===== config.mk =====
export PLATFORM = sky130hd
export DESIGN_NAME = intra4_orth_pred
export DESIGN_NICKNAME = d
export VERILOG_FILES = /design/src/rtl/intra4_pkg.sv /design/src/rtl/intra4_edge_sum.sv /design/src/rtl/intra4_dc_sel.sv /design/src/rtl/intra4_fill.sv /design/src/rtl/intra4_orth_pred.sv
export SDC_FILE = /design/constraint.sdc
export NUM_CORES = 1
export LEC_CHECK = 0
export ABC_AREA = 0
export CAP_MARGIN = 40
export CELL_PAD_IN_SITES_DETAIL_PLACEMENT = 1
export CELL_PAD_IN_SITES_GLOBAL_PLACEMENT = 1
export CORE_AREA = 2 2 124 174
export CTS_CLUSTER_SIZE = 10
export DETAILED_ROUTE_END_ITERATION = 10
export DIE_AREA = 0 0 126 176
export PLACE_DENSITY_LB_ADDON = 0.08
export SYNTH_ARGS = -nofsm -noshare
export SYNTH_HDL_FRONTEND = slang
export SYNTH_SLANG_ARGS = --single-unit

===== constraint.sdc =====
create_clock -name clk -period 1.6 [get_ports clk]
set_clock_uncertainty 0.1 [all_clocks]
set_input_delay 0.48 -clock clk [delete_from_list [all_inputs] [get_ports clk]]
set_output_delay 0.48 -clock clk [all_outputs]
set_load 0.02 [all_outputs]

===== src/rtl/intra4_pkg.sv =====
package intra4_pkg;

   localparam int MODE_W = 4;

   localparam logic [MODE_W-1:0] PM_VERT = 4'd0;
   localparam logic [MODE_W-1:0] PM_HORZ = 4'd1;
   localparam logic [MODE_W-1:0] PM_DC   = 4'd2;

   // highest code the block implements
   localparam logic [MODE_W-1:0] PM_LAST = PM_DC;

   typedef enum logic [1:0] {
      EDGE_NONE = 2'b00,
      EDGE_UP   = 2'b01,
      EDGE_LEFT = 2'b10,
      EDGE_BOTH = 2'b11
   } edge_set_e;

endpackage


===== src/rtl/intra4_edge_sum.sv =====
module intra4_edge_sum #(
   parameter int PIX_W = 8,
   parameter int BLK   = 4,
   parameter int ACC_W = 11
) (
   input  logic [BLK*PIX_W-1:0] samples,
   output logic [ACC_W-1:0]     total
);

   initial begin
      assert (ACC_W >= PIX_W + $clog2(BLK))
         else $error("intra4_edge_sum: accumulator too narrow");
   end

   always_comb begin
      total = '0;
      for (int i = 0; i < BLK; i++) begin
         total = total + ACC_W'(samples[i*PIX_W +: PIX_W]);
      end
   end

endmodule


===== src/rtl/intra4_dc_sel.sv =====
module intra4_dc_sel
   import intra4_pkg::*;
#(
   parameter int PIX_W = 8,
   parameter int BLK   = 4,
   parameter int ACC_W = 11
) (
   input  logic [ACC_W-1:0] sum_left,
   input  logic [ACC_W-1:0] sum_up,
   input  logic             left_ok,
   input  logic             up_ok,
   output logic [PIX_W-1:0] dc_val
);

   localparam int SH_ONE  = $clog2(BLK);
   localparam int SH_BOTH = SH_ONE + 1;
   localparam logic [ACC_W-1:0] RND_ONE  = ACC_W'(BLK / 2);
   localparam logic [ACC_W-1:0] RND_BOTH = ACC_W'(BLK);
   localparam logic [PIX_W-1:0] MID_GREY = PIX_W'(1) << (PIX_W - 1);

   logic [ACC_W-1:0] avg_both;
   logic [ACC_W-1:0] avg_left;
   logic [ACC_W-1:0] avg_up;
   edge_set_e        edges;

   assign avg_both = (sum_left + sum_up + RND_BOTH) >> SH_BOTH;
   assign avg_left = (sum_left + RND_ONE) >> SH_ONE;
   assign avg_up   = (sum_up   + RND_ONE) >> SH_ONE;
   assign edges    = edge_set_e'({left_ok, up_ok});

   always_comb begin
      unique case (edges)
         EDGE_BOTH: dc_val = avg_both[PIX_W-1:0];
         EDGE_LEFT: dc_val = avg_left[PIX_W-1:0];
         EDGE_UP:   dc_val = avg_up[PIX_W-1:0];
         default:   dc_val = MID_GREY;
      endcase
   end

   // rounded means must fit in one pixel before truncation
   always_comb begin
      AST_NO_OVERFLOW: assert (avg_both[ACC_W-1:PIX_W] == '0 &&
                               avg_left[ACC_W-1:PIX_W] == '0 &&
                               avg_up[ACC_W-1:PIX_W]   == '0);
   end

endmodule


===== src/rtl/intra4_fill.sv =====
module intra4_fill
   import intra4_pkg::*;
#(
   parameter int PIX_W = 8,
   parameter int BLK   = 4
) (
   input  logic [MODE_W-1:0]        mode,
   input  logic [BLK*PIX_W-1:0]     left_pix,
   input  logic [BLK*PIX_W-1:0]     up_pix,
   input  logic [PIX_W-1:0]         dc_val,
   output logic [BLK*BLK*PIX_W-1:0] block,
   output logic                     unsupported
);

   assign unsupported = (mode > PM_LAST);

   for (genvar r = 0; r < BLK; r++) begin : g_row
      for (genvar c = 0; c < BLK; c++) begin : g_col
         localparam int IDX = r * BLK + c;
         always_comb begin
            unique case (mode)
               PM_VERT: block[IDX*PIX_W +: PIX_W] = up_pix[c*PIX_W +: PIX_W];
               PM_HORZ: block[IDX*PIX_W +: PIX_W] = left_pix[r*PIX_W +: PIX_W];
               PM_DC:   block[IDX*PIX_W +: PIX_W] = dc_val;
               default: block[IDX*PIX_W +: PIX_W] = '0;
            endcase
         end
      end
   end

endmodule


===== src/rtl/intra4_orth_pred.sv =====
module intra4_orth_pred
   import intra4_pkg::*;
#(
   parameter int PIX_W = 8,
   parameter int BLK   = 4
) (
   input  logic                     clk,
   input  logic                     rst_n,
   input  logic                     in_valid,
   input  logic [MODE_W-1:0]        mode,
   input  logic                     left_avail,
   input  logic                     up_avail,
   input  logic [BLK*PIX_W-1:0]     left_pix,
   input  logic [BLK*PIX_W-1:0]     up_pix,
   output logic                     out_valid,
   output logic [BLK*BLK*PIX_W-1:0] pred_pix,
   output logic                     mode_unsupported
);

   localparam int NPIX  = BLK * BLK;
   localparam int ACC_W = PIX_W + $clog2(2 * BLK);
   localparam logic [PIX_W-1:0] MID_GREY = PIX_W'(1) << (PIX_W - 1);

   initial begin
      assert (PIX_W >= 2) else $error("intra4_orth_pred: PIX_W too small");
      assert (BLK >= 2 && (BLK & (BLK - 1)) == 0)
         else $error("intra4_orth_pred: BLK must be a power of two");
   end

   logic [ACC_W-1:0]        sum_l;
   logic [ACC_W-1:0]        sum_u;
   logic [PIX_W-1:0]        dc_val;
   logic [NPIX*PIX_W-1:0]   block_d;
   logic                    unsup_d;

   intra4_edge_sum #(.PIX_W(PIX_W), .BLK(BLK), .ACC_W(ACC_W)) u_sum_left (
      .samples (left_pix),
      .total   (sum_l)
   );

   intra4_edge_sum #(.PIX_W(PIX_W), .BLK(BLK), .ACC_W(ACC_W)) u_sum_up (
      .samples (up_pix),
      .total   (sum_u)
   );

   intra4_dc_sel #(.PIX_W(PIX_W), .BLK(BLK), .ACC_W(ACC_W)) u_dc (
      .sum_left (sum_l),
      .sum_up   (sum_u),
      .left_ok  (left_avail),
      .up_ok    (up_avail),
      .dc_val   (dc_val)
   );

   intra4_fill #(.PIX_W(PIX_W), .BLK(BLK)) u_fill (
      .mode        (mode),
      .left_pix    (left_pix),
      .up_pix      (up_pix),
      .dc_val      (dc_val),
      .block       (block_d),
      .unsupported (unsup_d)
   );

   always_ff @(posedge clk or negedge rst_n) begin
      if (!rst_n) begin
         out_valid        <= 1'b0;
         pred_pix         <= '0;
         mode_unsupported <= 1'b0;
      end else begin
         out_valid <= in_valid;
         if (in_valid) begin
            pred_pix         <= block_d;
            mode_unsupported <= unsup_d;
         end
      end
   end

   AST_OUT_LATENCY: assert property (@(posedge clk) disable iff (!rst_n)
      in_valid |=> out_valid);

   AST_OUT_ORIGIN: assert property (@(posedge clk) disable iff (!rst_n)
      out_valid |-> $past(in_valid));

   AST_UNSUP_ZERO: assert property (@(posedge clk) disable iff (!rst_n)
      mode_unsupported |-> (pred_pix == '0));

   AST_UNSUP_FLAG: assert property (@(posedge clk) disable iff (!rst_n)
      out_valid |-> (mode_unsupported == ($past(mode) > PM_LAST)));

   AST_DC_FLAT: assert property (@(posedge clk) disable iff (!rst_n)
      (out_valid && $past(mode) == PM_DC) |->
         (pred_pix == {NPIX{pred_pix[PIX_W-1:0]}}));

   AST_VERT_COPY: assert property (@(posedge clk) disable iff (!rst_n)
      (out_valid && $past(mode) == PM_VERT) |->
         (pred_pix == {BLK{$past(up_pix)}}));

   AST_MID_GREY: assert property (@(posedge clk) disable iff (!rst_n)
      (out_valid && $past(mode) == PM_DC && !$past(left_avail) && !$past(up_avail)) |->
         (pred_pix[PIX_W-1:0] == MID_GREY));

endmodule


==> results of run 1 <==
metal layers:
| metal | GRT usage [%] | vias to the layer above | wire, microns |
|---|---|---|---|
| li1 | - | 3824 | - |
| met1 | 37.1 | 4817 | 16000 |
| met2 | 64.0 | 646 | 24000 |
| met3 | 7.52 | 289 | 2970 |
| met4 | 21.8 | 0 | 4310 |
| met5 | 0 | - | 0 |
worst max-delay path: stages:
cell and delay [ps]:
buf_4 150, ha_4 260, a21o_1 210, a21oi_2 200, o21ai_2 90, a21oi_2 180
buf_4 170, xnor2_4 80, fa_1 520, inv_2 50, ha_4 300, o211ai_1 220
o21ai_2 250, xor2_2 300, ha_4 270, ha_4 230, a21o_1 220, a21oi_4 180
o41ai_4 110, buf_4 160, xor2_2 200, nand2_2 90, a31oi_4 290, buf_12 180
nor3_2 60, o2bb2ai_1 250
where the power goes:
group / internal, mW / leakage [nW] / switching, mW
Clock: 2.51 / 0.298 / 1.89
Combinational: 7.59 / 4.68 / 7.97
Sequential: 3.36 / 1.80 / 0.0628
Total: 13.5 / 6.78 / 9.92
sequential cells by signal (all words and copies together), names as in the netlist:
register          flops
pred_pix            128
mode_unsupported      1
out_valid             1
final cells by class:
cell class	instances	area, sq um
Multi-Input combinational cell	594	6180
Fill cell	2049	6000
Timing Repair Buffer	403	3750
Sequential cell	130	3250
Clock buffer	18	429
Inverter	92	345
Tap cell	256	320
Clock inverter	14	194
Antenna cell	2	5.00
what timing repair did:
action                                  CTS  global route
gates resized for setup                 207           183
gates cloned                              1             1
hold buffers                              1             0
endpoints found under the hold margin    15             0
buffers inserted                         15            14
pin swaps                                76            79
endpoints found under the setup margin  259           259
layout by cell type, fill, tap and decap left out, types with 9 or more instances in the layout:
master,netlist,final
clkdlybuf4s50_1,0,160
a21o_1,21,15
inv_2,0,23
buf_2,2,14
a221o_1,33,32
a21oi_4,0,9
nor2b_1,19,19
buf_4,1,169
nor3_2,0,14
buf_6,1,28
ha_1,53,18
a2bb2oi_2,10,15
and2_1,10,9
inv_1,92,69
nand2_1,95,85
o2bb2ai_1,48,42
buf_12,0,16
a21oi_1,54,20
dfrtp_1,130,130
ha_4,0,33
clkbuf_16,0,19
nor3_4,0,18
nand3_2,0,16
a21oi_2,0,25
nand3_1,36,20
fa_1,20,15
logic make-up after synthesis:
kind of cell,Yosys count
xor+xnor,24
simple gates,252
mux,11
flops,130
buf+inv,131
fa+ha+maj,73
compound gates,234
path summary, 6_finish.rpt:
check                         startpoint             to  cells past startpoint
setup / recovery               up_pix[1]  pred_pix[109]                     26
hold / removal                     rst_n   pred_pix[51]                      2
setup reg to reg            pred_pix[47]   pred_pix[47]                      3
hold reg to reg            pred_pix[104]  pred_pix[104]                      1
max in group asynchronous          rst_n   pred_pix[21]                      3
min in group clk               up_pix[0]   pred_pix[64]                      4
metrics by stage:
| stage | hold slack, ps | utilization (%) | setup TNS, ps | setup WS (ps) | instance area (sq um) |
|---|---|---|---|---|---|
| 6_report | 354 | 70.7 | -491750 | -3870 | 14500 |
| 5_1_grt | 365 | 70.7 | -502570 | -3950 | 14500 |
| 4_1_cts | 369 | 66.9 | -456920 | -3650 | 13700 |
| 3_5_place_dp | 286 | 60.3 | -552030 | -4750 | 12400 |
| 3_3_place_gp | 282 | 60.3 | -538630 | -4540 | 12400 |
| 2_1_floorplan | 84.4 | - | -401840 | -3670 | 8720 |
==> qor.yml, run 1 <==
floorplanning:
  io_pins: 203
  fp.dieH_microns: 176
  start_util_pct: 40.5
  dieArea_sq_um: 22200
  num_rows: 62
  coreArea_sq_um: 20500
  die_w_microns: 126
placement:
  place.gp.congestion: 0.895
  portBuffers: 202
  place_inst: 1443
  dp_hpwl_microns: 25300
sta:
  worstMarginPinSlew_ps: 860
  max_freq_mhz: 183
  fin_crit_ps: 5470
  slew_viol_final: 0
  fin_crit_sh_pct: 342
  slew_headroom_pct: 42.6
  final_hold_viol_count: 0
  setup_viol: 252
  setup_slack_ps: -3870
  rsz0062_at_grt: "yes"
status:
  outcome: "finished, violations left"
  violations: "negative setup slack"
worst_setup_path:
  critPathArrivalTime_ps: 5720
  ff2ff_setup_slack_ps: 450
  required_ps: 1850
  path_class: "primary input to register"
  crit_path_max_fanout: 8
  start_kind: "primary input"
  end_kind: "register"
cts:
  cts_tree: "yes"
  clk_pin_slew_ps: 80
  clock_latency_ps: 450
  cts_max_path_buffers: 2
  cts_buffers: 17
  htree_num_levels: 4
  cts_sinks: 130
  root_buffer: "clkbuf_16"
routing:
  drtIter0Drc: 801
  wl_per_cell_microns: 31.4
  wl_microns: 47300
  ant_nets: 0
  vias: 9576
  drc: 0
  post_drt_via_cell_ratio: 6.35
  drt_pass1_iterations: 5
grt:
  grt_max_degree: 56
  grt_pass1_vias: 10193
  overflow: 0
  antenna_found_initial: 2
  grt_pass1_wl_microns: 59900
  grt_use_total_pct: 35.3
synthesis:
  synth_top_cell_area_share_pct: 39.2
  synth_compound_area_share_pct: 22.6
  yosysSeqAreaShare_pct: 39.2
  yosys.area_share.simple_pct: 15.3
  syn_area_sq_um: 8300
  post-synth-top-count-cell: "dfrtp_1"
  ys_top_cells_by_area: "dfrtp_1 39%, ha_1 8.0%, o2bb2ai_1 5.1%, fa_1 4.8%, nand2_1 4.3%"
  syn_inst: 855
  synth_mux_area_share_pct: 1.51
  synthesis.nets: 1001
  yosys-top-cells-count: "130 x dfrtp_1, 95 x nand2_1, 92 x inv_1"
  synth_top_flop_cell: "dfrtp_1"
  async_flop_share_pct: 100
  avgSynthCellArea_sq_um: 9.71
  yosysTopAreaCell: "dfrtp_1"
  synth_xor_area_share_pct: 2.53
  yosys.area_share.adder_pct: 12.8
  yosysUniqueCellTypes: 70
  synth_top_family_by_area: "compound AO/OA/AOI/OAI gates"
  synth_edf_count: 0
  synth-seq-cells: 130
  synth_warnings: 0
final_layout:
  drive_gt1_share_pct: 42.4
  final_nets: 1384
  fin_cells: 1509
  syn2layout_area_growth_pct: 74.4
power:
  power_density_nw_per_um2: 1610
  power_leakage_nw: 6.78
  total_power_mw: 23.4
  vdd_drop_max_uv: 1100
min_path:
  hp-class: "primary input to async pin"
job:
  drv_cap: 0
No activity file was read; power rests on OpenSTA's default activity.
==> run 2: changes to the inputs <==
--- a/config.mk
+++ b/config.mk
@@ -9,10 +9,10 @@
 export CAP_MARGIN = 40
 export CELL_PAD_IN_SITES_DETAIL_PLACEMENT = 1
 export CELL_PAD_IN_SITES_GLOBAL_PLACEMENT = 1
-export CORE_AREA = 2 2 124 174
+export CORE_AREA = 2 2 132 185
 export CTS_CLUSTER_SIZE = 10
 export DETAILED_ROUTE_END_ITERATION = 10
-export DIE_AREA = 0 0 126 176
+export DIE_AREA = 0 0 134 187
 export PLACE_DENSITY_LB_ADDON = 0.08
 export SYNTH_ARGS = -nofsm -noshare
 export SYNTH_HDL_FRONTEND = slang
==> qor.yml, run 2 (same netlist as run 1, synthesis figures left out) <==
final_layout:
  largest_register_ffs: 128  # unchanged
  final_nets: 1419  # +2.5%
  top_register: "pred_pix"
  final_cell_mix: "222 x buf_4, 130 x dfrtp_1, 87 x nand2_1"
  top_regs: "pred_pix (128), mode_unsupported (1), out_valid (1)"
  drive_gt1_share_pct: 50.7  # +8.3 points
  fin_cells: 1598  # +5.9%
  syn2layout_area_growth_pct: 72.0
  final_common_cell: "buf_4"
routing:
  post_drt_via_cell_ratio: 5.35  # -16%
  vias: 8552  # -11%
  dr_wl_met3_microns: 1540  # -48%
  drt_pass1_iterations: 4  # -1
  wl_per_cell_microns: 22.8  # -27%
  drc: 0  # unchanged
  drtIter0Drc: 365  # -54%
  ant_nets: 0  # unchanged
  drt-met1-wl_microns: 13000  # -19%
  wl_microns: 36400  # -23%
  met2WireLength_microns: 20300  # -16%
  routed.top_layer: "met5"
sta:
  rsz0062_at_grt: "yes"
  setup_slack_ps: -3830  # +40.8 ps
  setup_viol: 129  # -49%
  timing.hold.ws_ps: 350  # -4.28 ps
  max_freq_mhz: 184  # +0.75%
  worstMarginPinSlew_ps: 635  # -225 ps
  fin_crit_ps: 5430  # -40.8 ps
  slew_viol_final: 0  # unchanged
  fin_crit_sh_pct: 339  # -2.6 points
  final_hold_viol_count: 0  # unchanged
  slew_headroom_pct: 56.8  # +14 points
worst_setup_path:
  start_kind: "primary input"
  end_kind: "register"
  required_ps: 1830  # -20 ps
  crit_path_max_fanout: 5  # -3
  critPathArrivalTime_ps: 5660  # -60 ps
  slowest_stage: "fa_1"
  path_class: "primary input to register"
  slowest_delay_ps: 520  # about the same
floorplanning:
  io_pins: 203  # unchanged
  num_rows: 67  # +8.1%
  die_w_microns: 134  # +6.3%
  fp.dieH_microns: 187  # +6.3%
  dieArea_sq_um: 25100  # +13%
  coreArea_sq_um: 23600  # +15%
  start_util_pct: 35.2  # -5.3 points
grt:
  grt_use_total_pct: 28.2  # -7.2 points
  grt_pass1_wl_microns: 53800  # -10%
  antenna_found_initial: 3  # +1
  overflow: 0  # unchanged
  grt_pass1_vias: 9420  # -7.6%
  grt_max_degree: 41  # -27%
job:
  drv_cap: 0  # unchanged
cts:
  cts_tree: "yes"
  root_buffer: "clkbuf_16"
  cts_sinks: 130  # unchanged
  clk_pin_slew_ps: 70  # about the same
  clock_latency_ps: 450  # about the same
  htree_num_levels: 4  # unchanged
  cts_buffers: 17  # unchanged
  cts_max_path_buffers: 2  # unchanged
status:
  outcome: "finished, violations left"
  violations: "negative setup slack"
placement:
  portBuffers: 202  # unchanged
  dp_hpwl_microns: 25600  # +1.4%
  place.gp.congestion: 0.849  # -5.1%
  place_inst: 1500  # +4.0%
power:
  power_density_nw_per_um2: 1480  # -8.1%
  vdd_drop_max_uv: 1070  # -2.2%
  power_leakage_nw: 7.16  # +5.6%
min_path:
  hp-class: "primary input to register"
-- run 2: cell types whose count changed in the layout (fill, tap and decap cells not counted), sizes merged --
cell,previous run,this run
inv,99,100
buf,228,305
clkdlybuf4s50,160,51
dlymetal6s2s,1,2
clkbuf,23,88
-- run 2: timing repair --
| item | CTS | global route |
|---|---|---|
| hold buffers | 1 | 0 |
| gates cloned | 1 | 0 |
| endpoints found under the hold margin | 16 | 0 |
| buffers inserted | 25 | 40 |
| pin swaps | 82 | 80 |
| resized for setup | 211 | 511 |
| endpoints found under the setup margin | 259 | 259 |
-- run 2: per-layer routing --
metal	vias up	track usage [%]
met5	-	0
met4	2	12.5
met3	79	5.31
met2	232	52.8
met1	4350	30.3
li1	3889	-
-- run 2: path summary, 6_finish.rpt --
check | cells past startpoint | slack, ps | to | start
max | 26 | -3830 | pred_pix[127] | left_pix[9]
min | 4 | 350 | pred_pix[64] | up_pix[0]
max reg2reg | 3 | 460 | pred_pix[127] | pred_pix[127]
min reg2reg | 1 | 390 | pred_pix[24] | pred_pix[24]
max in group asynchronous | 3 | 480 | pred_pix[76] | rst_n
min in group asynchronous | 2 | 390 | pred_pix[123] | rst_n
-- run 2: cell type report --
class                   count  area (sq um)
flip-flops and latches    130          3250
repair buffers            438          3640
fillers                  2535          9280
clock inverters            15           194
clock buffers              17           425
diodes                      2          5.00
well taps                 310           388
inverters                  92           348
multi-input cells         594          6030
-- run 2: through the flow --
stage / setup TNS [ps] / power [mW] / setup WS (ps) / cell area [sq um] / utilization, %
2_1_floorplan: -401840 / 8.78 / -3670 / 8720 / -
3_3_place_gp: -528640 / 12.4 / -4520 / 12400 / 52.7
3_5_place_dp: -542390 / 12.6 / -4660 / 12400 / 52.7
4_1_cts: -448500 / 19.3 / -3640 / 13700 / 58.3
5_1_grt: -435810 / 22.2 / -3910 / 14300 / 60.6
6_report: -422310 / 21.2 / -3830 / 14300 / 60.6
-- run 2: report_power, final --
part	switching, mW	internal, mW	total [mW]
registers	0.0557	3.37	3.42
logic	6.59	6.89	13.5
clock network	1.78	2.50	4.28
total	8.42	12.8	21.2
-- run 2: critical path, delay by kind of cell --
family | cells | cell delay (ps)
multiplexers | 1 | 260
buffers and inverters | 8 | 840
adder cells (fa/ha/maj) | 5 | 1560
AO/OA/AOI/OAI | 7 | 1580
XOR/XNOR | 1 | 140
AND/OR/NAND/NOR | 4 | 790
